[src/rtl/pwm_mm_pkg.sv]
package pwm_mm_pkg;

    typedef enum logic [2:0] {
        MD_OFF  = 3'd0,
        MD_STD  = 3'd1,
        MD_FAST = 3'd2,
        MD_VAR  = 3'd3,
        MD_SOFT = 3'd4
    } pwm_mode_e;

    typedef enum logic [2:0] {
        S_IDLE = 3'd0,
        S_STD  = 3'd1,
        S_FAST = 3'd2,
        S_VLO  = 3'd3,
        S_VHI  = 3'd4
    } pwm_state_e;

    function automatic logic mode_is_off(input logic [2:0] m);
        return !((m == MD_STD) || (m == MD_FAST) || (m == MD_VAR));
    endfunction

    function automatic pwm_state_e mode_entry_state(input logic [2:0] m);
        pwm_state_e s;
        unique case (m)
            MD_STD:  s = S_STD;
            MD_FAST: s = S_FAST;
            MD_VAR:  s = S_VLO;
            default: s = S_IDLE;
        endcase
        return s;
    endfunction

endpackage

[src/rtl/pwm_fast_rate.sv]
module pwm_fast_rate #(
    parameter int DUTY_W = 8
) (
    input  logic [DUTY_W-1:0] duty,
    output logic [DUTY_W:0]   interval,
    output logic              background,
    output logic              pulse_en
);
    localparam int FULL = 1 << DUTY_W;
    localparam int HALF = FULL / 2;
    localparam int NW   = DUTY_W + 2;

    logic [DUTY_W-1:0] minority;
    logic [NW-1:0]     numer;
    logic [NW-1:0]     denom;
    logic [NW:0]       rem;
    logic [NW-1:0]     quot;

    // Pick background level and the count of minority ticks per 256.
    always_comb begin
        if (duty == '0) begin
            background = 1'b0;
            pulse_en   = 1'b0;
            minority   = DUTY_W'(1);
        end else if (duty == {DUTY_W{1'b1}}) begin
            background = 1'b1;
            pulse_en   = 1'b0;
            minority   = DUTY_W'(1);
        end else if (int'(duty) <= HALF) begin
            background = 1'b0;
            pulse_en   = 1'b1;
            minority   = duty;
        end else begin
            background = 1'b1;
            pulse_en   = 1'b1;
            minority   = DUTY_W'(FULL - int'(duty));
        end
    end

    // Rounded interval: (2*FULL + m) / (2*m), restoring division.
    always_comb begin
        numer = NW'(2 * FULL) + NW'(minority);
        denom = NW'(minority) << 1;
        rem   = '0;
        quot  = '0;
        for (int i = NW - 1; i >= 0; i--) begin
            rem = {rem[NW-1:0], numer[i]};
            if (rem >= {1'b0, denom}) begin
                rem     = rem - {1'b0, denom};
                quot[i] = 1'b1;
            end
        end
    end

    // Constant-level settings use a full 256-tick frame.
    always_comb begin
        if (pulse_en) interval = quot[DUTY_W:0];
        else          interval = (DUTY_W+1)'(FULL);
    end

endmodule

[src/rtl/pwm_cfg_bank.sv]
module pwm_cfg_bank #(
    parameter int DUTY_W = 8,
    parameter int PER_W  = 13
) (
    input  logic              clk,
    input  logic              rst_n,
    input  logic              load,
    input  logic [DUTY_W-1:0] req_duty,
    input  logic [PER_W-1:0]  req_lo,
    input  logic [PER_W-1:0]  req_hi,
    input  logic [DUTY_W:0]   req_interval,
    input  logic              req_bg,
    input  logic              req_pulse,
    output logic [DUTY_W-1:0] act_duty,
    output logic [PER_W-1:0]  act_lo,
    output logic [PER_W-1:0]  act_hi,
    output logic [DUTY_W:0]   act_interval,
    output logic              act_bg,
    output logic              act_pulse
);
    localparam int FULL = 1 << DUTY_W;

    always_ff @(posedge clk or negedge rst_n) begin
        if (!rst_n) begin
            act_duty     <= '0;
            act_lo       <= '0;
            act_hi       <= '0;
            act_interval <= (DUTY_W+1)'(FULL);
            act_bg       <= 1'b0;
            act_pulse    <= 1'b0;
        end else if (load) begin
            act_duty     <= req_duty;
            act_lo       <= req_lo;
            act_hi       <= req_hi;
            act_interval <= req_interval;
            act_bg       <= req_bg;
            act_pulse    <= req_pulse;
        end
    end

endmodule

[src/rtl/pwm_seq.sv]
module pwm_seq
    import pwm_mm_pkg::*;
#(
    parameter int DUTY_W = 8,
    parameter int PER_W  = 13
) (
    input  logic              clk,
    input  logic              rst_n,
    input  logic [2:0]        req_mode,
    input  logic [DUTY_W-1:0] act_duty,
    input  logic [PER_W-1:0]  act_lo,
    input  logic [PER_W-1:0]  act_hi,
    input  logic [DUTY_W:0]   act_interval,
    input  logic              act_bg,
    input  logic              act_pulse,
    output logic              load,
    output pwm_state_e        state,
    output logic              pwm_out
);
    localparam int FULL  = 1 << DUTY_W;
    localparam int CNT_W = (PER_W > DUTY_W + 1) ? PER_W : DUTY_W + 1;

    pwm_state_e       st_q, st_d;
    logic [CNT_W-1:0] cnt_q, cnt_d;
    logic             out_q, out_d;
    logic             req_off;
    logic             period_end;

    assign req_off = mode_is_off(req_mode);

    // Last tick of the running period for each state.
    always_comb begin
        unique case (st_q)
            S_STD:   period_end = (cnt_q == CNT_W'(FULL - 1));
            S_FAST:  period_end = (cnt_q == CNT_W'(act_interval) - CNT_W'(1));
            S_VHI:   period_end = (cnt_q == CNT_W'(act_hi));
            default: period_end = 1'b0;
        endcase
    end

    assign load = (st_q == S_IDLE) || period_end;

    // Next-state and counter logic.
    always_comb begin
        st_d  = st_q;
        cnt_d = cnt_q + CNT_W'(1);
        if (req_off) begin
            st_d  = S_IDLE;                       // OFF_REQ
            cnt_d = '0;
        end else if (load) begin
            st_d  = mode_entry_state(req_mode);   // RELOAD
            cnt_d = '0;
        end else if (st_q == S_VLO && cnt_q == CNT_W'(act_lo)) begin
            st_d  = S_VHI;                        // PHASE_FLIP
            cnt_d = '0;
        end
    end

    // State register.
    always_ff @(posedge clk or negedge rst_n) begin
        if (!rst_n) begin
            st_q  <= S_IDLE;
            cnt_q <= '0;
        end else begin
            st_q  <= st_d;
            cnt_q <= cnt_d;
        end
    end

    // Output decode.
    always_comb begin
        unique case (st_q)
            S_IDLE:  out_d = 1'b0;
            S_STD:   out_d = (cnt_q < CNT_W'(act_duty));
            S_FAST:  out_d = (act_pulse && cnt_q == '0) ? ~act_bg : act_bg;
            S_VLO:   out_d = 1'b0;
            S_VHI:   out_d = 1'b1;
            default: out_d = 1'b0;
        endcase
        if (req_off) out_d = 1'b0;
    end

    always_ff @(posedge clk or negedge rst_n) begin
        if (!rst_n) out_q <= 1'b0;
        else        out_q <= out_d;
    end

    assign state   = st_q;
    assign pwm_out = out_q;

endmodule

[src/rtl/pwm_multimode.sv]
module pwm_multimode
    import pwm_mm_pkg::*;
#(
    parameter int DUTY_W = 8,
    parameter int PER_W  = 13
) (
    input  logic              clk,
    input  logic              rst_n,
    input  logic [2:0]        mode_sel,
    input  logic [DUTY_W-1:0] duty_in,
    input  logic [PER_W-1:0]  lo_len,
    input  logic [PER_W-1:0]  hi_len,
    output logic              pwm_out
);
    logic [DUTY_W:0]   rate_interval;
    logic              rate_bg;
    logic              rate_pulse;
    logic [DUTY_W-1:0] act_duty;
    logic [PER_W-1:0]  act_lo;
    logic [PER_W-1:0]  act_hi;
    logic [DUTY_W:0]   act_interval;
    logic              act_bg;
    logic              act_pulse;
    logic              load;
    pwm_state_e        st_q;

    pwm_fast_rate #(.DUTY_W(DUTY_W)) u_rate (
        .duty       (duty_in),
        .interval   (rate_interval),
        .background (rate_bg),
        .pulse_en   (rate_pulse)
    );

    pwm_cfg_bank #(.DUTY_W(DUTY_W), .PER_W(PER_W)) u_bank (
        .clk          (clk),
        .rst_n        (rst_n),
        .load         (load),
        .req_duty     (duty_in),
        .req_lo       (lo_len),
        .req_hi       (hi_len),
        .req_interval (rate_interval),
        .req_bg       (rate_bg),
        .req_pulse    (rate_pulse),
        .act_duty     (act_duty),
        .act_lo       (act_lo),
        .act_hi       (act_hi),
        .act_interval (act_interval),
        .act_bg       (act_bg),
        .act_pulse    (act_pulse)
    );

    pwm_seq #(.DUTY_W(DUTY_W), .PER_W(PER_W)) u_seq (
        .clk          (clk),
        .rst_n        (rst_n),
        .req_mode     (mode_sel),
        .act_duty     (act_duty),
        .act_lo       (act_lo),
        .act_hi       (act_hi),
        .act_interval (act_interval),
        .act_bg       (act_bg),
        .act_pulse    (act_pulse),
        .load         (load),
        .state        (st_q),
        .pwm_out      (pwm_out)
    );

endmodule

[config.mk]
export PLATFORM = sky130hd
export DESIGN_NAME = pwm_multimode
export DESIGN_NICKNAME = d
export VERILOG_FILES = /design/src/rtl/pwm_mm_pkg.sv /design/src/rtl/pwm_fast_rate.sv /design/src/rtl/pwm_cfg_bank.sv /design/src/rtl/pwm_seq.sv /design/src/rtl/pwm_multimode.sv
export SDC_FILE = /design/constraint.sdc
export NUM_CORES = 1
export LEC_CHECK = 0
export BUFFER_PORTS_ARGS = -buffer_cell sky130_fd_sc_hd__buf_4
export CAP_MARGIN = 20
export CORE_AREA = 2 2 127 129
export DETAILED_ROUTE_END_ITERATION = 10
export DIE_AREA = 0 0 129 131
export HOLD_SLACK_MARGIN = 0.06
export PLACE_DENSITY = 0.74
export SLEW_MARGIN = 30
export SYNTH_ARGS = -nofsm -noshare
export SYNTH_HDL_FRONTEND = slang
export SYNTH_SLANG_ARGS = --single-unit
[constraint.sdc]
create_clock -name clk -period 4.1 [get_ports clk]
set_input_delay 0.82 -clock clk [delete_from_list [all_inputs] [get_ports clk]]
set_output_delay 0.82 -clock clk [all_outputs]
set_load 0.01 [all_outputs]
Word level (Yosys, flattened, before mapping) --
Cells that the tools add are included.
Word-level totals: bits in registers 62, input bits 39
Operators by class: add/subtract/negate cells 13, magnitude comparators 12, eq/ne operators 13, mux-type cells 38, bitwise operators 1, reductions and logical operators 8
Operator list (count):
- 11-bit by 9-bit >= comparator with 1-bit output | 9
- 10-bit two-way mux | 9
- 10-bit by 9-bit subtractor with 10-bit output | 8
- 13-bit equality test | 3
- 13-bit two-way mux | 3
- 8-bit two-way mux | 3
- 1-bit two-way mux | 16
- 13-bit by 1-bit adder with 13-bit output (second input constant) | 1
- 13-bit by 8-bit equality test with 1-bit output (second input constant) | 1
- 13-bit logical NOT | 1
- 13-bit by 8-bit less-than comparator with 1-bit output | 1
- 3-bit by 2-bit equality test with 1-bit output (second input constant) | 4
- 10-bit by 8-bit adder with 10-bit output (first input constant) | 1
- 1-bit by 9-bit subtractor with 10-bit output | 1
- 9-bit by 1-bit subtractor with 10-bit output (second input constant) | 1
- 1-bit by 9-bit >= comparator with 1-bit output | 1
- 3-bit two-way mux | 3
- 9-bit two-way mux | 1
- 8-bit equality test (second input constant) | 1
- 8-bit <= comparator (second input constant) | 1
- 8-bit logical NOT | 1
- 1-bit by 8-bit subtractor with 8-bit output (first input constant) | 1
- 3-bit by 1-bit equality test with 1-bit output (second input constant) | 2
- 1-bit case mux with 3 select lines | 2
- 7 further kinds | 10

Depth between registers and ports, before layout --
depth in word-level cells 26, depth in mapped cells 109

Hierarchy --
From an unflattened synthesis, not the netlist that was laid out.
Second synthesis, totals: cell total of the unflattened synthesis 917, area, all modules 8209.1 µm²
By module, submodules not included:
- pwm_fast_rate | instances 1, cells an instance 583, area each 4425.5 µm²
- pwm_seq | instances 1, cells an instance 239, area each 1908.1 µm²
- pwm_cfg_bank | instances 1, cells an instance 95, area each 1875.5 µm²

Worst setup path before layout --
OpenSTA, ideal clock, no wires.
path kind input port to flip-flop, start point input duty_in[0], end point register u_bank.act_interval[0], setup time 130 ps, arrival 21256 ps, data required time 3970 ps, slack -17286 ps, stages 106, path buffers 4, cells stage by stage inv_1 > ha_1 > or3b_4 > o21ai_0 > mux2i_1 > nor2_1 > inv_1 > ha_1 > or2b_1 > inv_1 > ha_1 > nor2b_1 > o21a_1 > o21bai_1 > o211ai_2 > a21oi_2 > and2b_1 > ha_1 > [... 70 more ...] > nor2_1 > o31ai_1 > a21oi_1 > and3_1 > buf_6 > mux2i_1 > ha_1 > a21o_1 > a21oi_1 > nor2b_1 > o21ai_0 > nand2b_1 > a21oi_1 > o21ai_0 > nor2_1 > nor4bb_1 > o32a_1 > a31oi_1
Between the ends: word-level cells in the longest chain between the ends 26
Ends and longest elaborated chain:
- from (decl) | line pwm_multimode.sv:10 | input logic [DUTY_W-1:0] duty_in,
- 1-bit by 8-bit subtractor with 8-bit output / 8-bit <= comparator (equally long branches) | line pwm_fast_rate.sv:36, pwm_fast_rate.sv:29
- 8-bit two-way mux | line pwm_fast_rate.sv:29 | end else if (int'(duty) <= HALF) begin
- 8-bit two-way mux | line pwm_fast_rate.sv:25 | end else if (duty == {DUTY_W{1'b1}}) begin
- 8-bit two-way mux | line pwm_fast_rate.sv:21 | if (duty == '0) begin
- 10-bit by 8-bit adder with 10-bit output | line pwm_fast_rate.sv:42 | numer = NW'(2 * FULL) + NW'(minority);
- 1-bit by 9-bit subtractor with 10-bit output / 1-bit by 9-bit >= comparator with 1-bit output (equally long branches) | line pwm_fast_rate.sv:49, pwm_fast_rate.sv:48
- 10-bit two-way mux | line pwm_fast_rate.sv:48 | if (rem >= {1'b0, denom}) begin
- 10-bit by 9-bit subtractor with 10-bit output / 11-bit by 9-bit >= comparator with 1-bit output (equally long branches) | line pwm_fast_rate.sv:49, pwm_fast_rate.sv:48
- [... 10 more ...]
- 10-bit two-way mux | line pwm_fast_rate.sv:48
- 10-bit by 9-bit subtractor with 10-bit output / 11-bit by 9-bit >= comparator with 1-bit output (equally long branches) | line pwm_fast_rate.sv:49, pwm_fast_rate.sv:48
- 10-bit two-way mux | line pwm_fast_rate.sv:48
- 10-bit by 9-bit subtractor with 10-bit output / 11-bit by 9-bit >= comparator with 1-bit output (equally long branches) | line pwm_fast_rate.sv:49, pwm_fast_rate.sv:48
- 10-bit two-way mux | line pwm_fast_rate.sv:48
- 11-bit by 9-bit >= comparator with 1-bit output | line pwm_fast_rate.sv:48
- 1-bit two-way mux | line pwm_fast_rate.sv:48
- 9-bit two-way mux (*) | line pwm_fast_rate.sv:57 | if (pulse_en) interval = quot[DUTY_W:0];
- to (signal assigned) | line pwm_cfg_bank.sv:28 | act_interval <= (DUTY_W+1)'(FULL);
- to (signal assigned) | line pwm_cfg_bank.sv:35 | act_interval <= req_interval;
- to (decl) | line pwm_cfg_bank.sv:17 | output logic [DUTY_W:0] act_interval,
Every way passes the cells marked *; elsewhere a longest branch is shown, timed or not. A chain may end at the register's enable or synchronous reset.

Final worst setup path --
start point input duty_in[1], end point register u_bank.act_interval[0]
The elaborated chain is that of the path after synthesis.

==> results.json <==
{
  "final_common_cell": "buf_4",
  "reg2reg_depth": 15,
  "die_area_um2": 16900,
  "firstDrtPassIters": 6,
  "worst_path_max_delay_cell": "or3b_4",
  "setup_ws_ns": -15.07,
  "path_clk_slew_ns": 0.06,
  "synth.distinct_cells": 83,
  "antenna_found_initial": 0,
  "routedWlPerCell_um": 20.2,
  "syn2layout_area_growth_pct": 51.6,
  "cts_tree": "built",
  "grtUsageMet2": 0.566,
  "reg2reg_from": "u_bank.act_interval[0]$_DFFE_PN0P_",
  "rows": 46,
  "rsz0062_at_grt": "true",
  "max_stage_delay_ns": 0.43,
  "layout_common_cells": "buf_4, ha_1, dfrtp_1",
  "tns_ns": -64.95,
  "grtUsageTotal": 0.320,
  "place_area_um2": 10100,
  "r2r_end": "u_bank.act_interval[0]$_DFFE_PN0P_",
  "slew_viol_final": 0,
  "max_slew_margin": 0.496,
  "port_buffers": 39,
  "required_ns": 4.31,
  "cts-root-buf": "clkbuf_16",
  "grtUsageMet3": 0.0489,
  "synth-edff-count": 0,
  "cts_max_path_buffers": 2,
  "holdPathStages": 1,
  "htreeDepth": 3,
  "drt-initial-drc-count": 730,
  "core-area_um2": 15600,
  "grt.overflow.total": 0,
  "cp-end-kind": "flop",
  "hold_start": "u_bank.act_hi[6]$_DFFE_PN0P_",
  "wirelength_um": 29700,
  "startpoint_type": "input pin",
  "hold_end": "u_bank.act_hi[6]$_DFFE_PN0P_",
  "vias": 8948,
  "clock_sinks": 62,
  "grt_max_degree": 63,
  "synthArstFlopShare": 1.00,
  "yosys.area.top_type": "dfrtp_1",
  "drive_gt1_frac": 0.445,
  "syn_area_um2": 7630,
  "multi_input_area_um2": 6350,
  "path_common_cell": "a21o_1",
  "timing.fmax_mhz": 52.2,
  "crit_fanout": 6,
  "ys_warn_count": 0,
  "finalCritPeriodShare": 4.67,
  "numCtsBuffers": 9,
  "first_global_vias": 8976,
  "fillCellCount": 944,
  "maxCapViolCount": 0,
  "stdcell_area_um2": 11600,
  "nets": 1381,
  "holdWs_ns": 0.517,
  "worst_pin_slew_ns": 0.756,
  "postSynthCellCount": 900,
  "worstSkewPairLatency_ns": 0.33,
  "fp.dieH_um": 131,
  "r2r_slack_ns": 0.18,
  "worst_clock_skew_ns": 0.00818,
  "final-hold-violation-count": 0,
  "finalCriticalPeriod_ns": 19.17,
  "gp_routability_congestion": 0.935,
  "holdCritPathClass": "flop to flop",
  "initial_utilization": 0.489,
  "synth_seq_cells": 62,
  "setup_viol": 8,
  "io_pins": 40,
  "status": "finished with violations",
  "viasPerCell": 6.08,
  "grt_pass1_wl_um": 43100,
  "antenna_cells": 0,
  "top_usage_layer": "met2",
  "arrival_ns": 19.38,
  "seqCellArea_um2": 1550,
  "synth_top_area_share": 0.200,
  "dp_hpwl_um": 17700,
  "ys_seq_area_frac": 0.204,
  "ys.flop_type": "dfrtp_1",
  "die_w_um": 129,
  "met1_usage": 0.355,
  "hold_buffers": 0,
  "netlist_top_cells_area": "dfrtp_1, ha_1, mux2_2, xnor2_1, o21ai_0",
  "postRouteAntennaNets": 0,
  "crit_type": "input pin to flop",
  "violations": "setup timing",
  "post-route-drc-count": 0,
  "avgSynthCellArea_um2": 8.48
}
[synth_stat cells, types with 8 or more instances]
library cell	n
ha_1	85
nor2_1	71
dfrtp_1	61
o21ai_0	61
nand2_1	59
inv_1	54
xnor2_1	54
mux2_2	51
a21oi_1	49
xor2_1	33
a21o_1	30
clkbuf_1	20
nor2b_1	20
nand2b_1	19
nand4_1	19
nor3_1	17
mux2i_1	15
nand3_1	15
and3_1	10
o21a_1	10
a31oi_1	8
nor4_1	8
[worst max-delay path by stage]
stage | start | to | slack (ns)
after global placement | duty_in[1] | u_bank.act_interval[0]$_DFFE_PN0P_ | -13.87
after floorplan | duty_in[1] | u_bank.act_interval[0]$_DFFE_PN0P_ | -14.48
after detailed placement | duty_in[1] | u_bank.act_interval[0]$_DFFE_PN0P_ | -14.53
after global routing | duty_in[1] | u_bank.act_interval[0]$_DFFE_PN0P_ | -15.80
after CTS | duty_in[0] | u_bank.act_interval[0]$_DFFE_PN0P_ | -13.76
final | duty_in[1] | u_bank.act_interval[0]$_DFFE_PN0P_ | -15.07
[worst max-delay path, delay by kind of cell]
kind            cells  cell delay [ns]
compound gates     44             7.28
simple gates       35             5.43
fa+ha+maj          11             2.73
mux                 8             2.06
buf+inv             8             0.87
xor+xnor            1             0.15
[repair_timing]
item	in CTS	in global routing
buffers inserted	77	25
resized for setup	54	62
pin swaps	45	65
endpoints found under the setup margin	8	8
[kinds of logic (layout without fill, tap and decap cells)]
kind of cell    count (synthesis)  in the layout  synth area share
compound gates                226            226             0.201
xor+xnor                       87             87            0.0999
fa+ha+maj                      92             92             0.158
buf+inv                        87            441            0.0482
flops                          62             62             0.204
mux                            70             70             0.103
other cells                     2              3          0.000984
simple gates                  274            274             0.186
[flip-flops by register name, indices dropped and copies added (netlist names)]
register,cells
u_bank.act_hi,13
u_seq.state,3
u_bank.act_interval,9
u_bank.act_lo,13
u_seq.pwm_out,1
u_seq.cnt_q,13
u_bank.act_bg,1
u_bank.act_duty,8
u_bank.act_pulse,1
[metrics by stage]
stage | setup WS [ns] | utilization | cells
after detailed placement | -14.53 | 0.650 | 1370
after floorplan | -14.48 | - | 901
after CTS | -13.76 | 0.721 | 1462
final | -15.07 | 0.741 | 1471
after global routing | -15.80 | 0.741 | 1471
after global placement | -13.87 | 0.650 | 1370
[layout make-up]
cell class	instances	area share
multi-input combinational	752	0.549
timing repair buffer	370	0.246
sequential	62	0.134
tap	216	0.0234
clock buffer	13	0.0216
inverter	55	0.0196
clock inverter	3	0.00595
[routing by layer]
layer | part of all wire | up-vias
li1 | - | 3942
met5 | 0 | -
met4 | 0.078 | 0
met1 | 0.38 | 4245
met3 | 0.064 | 218
met2 | 0.48 | 543
Power is not shown: default switching activity piles up to over one toggle a cycle in this logic, so the estimate is an artifact.
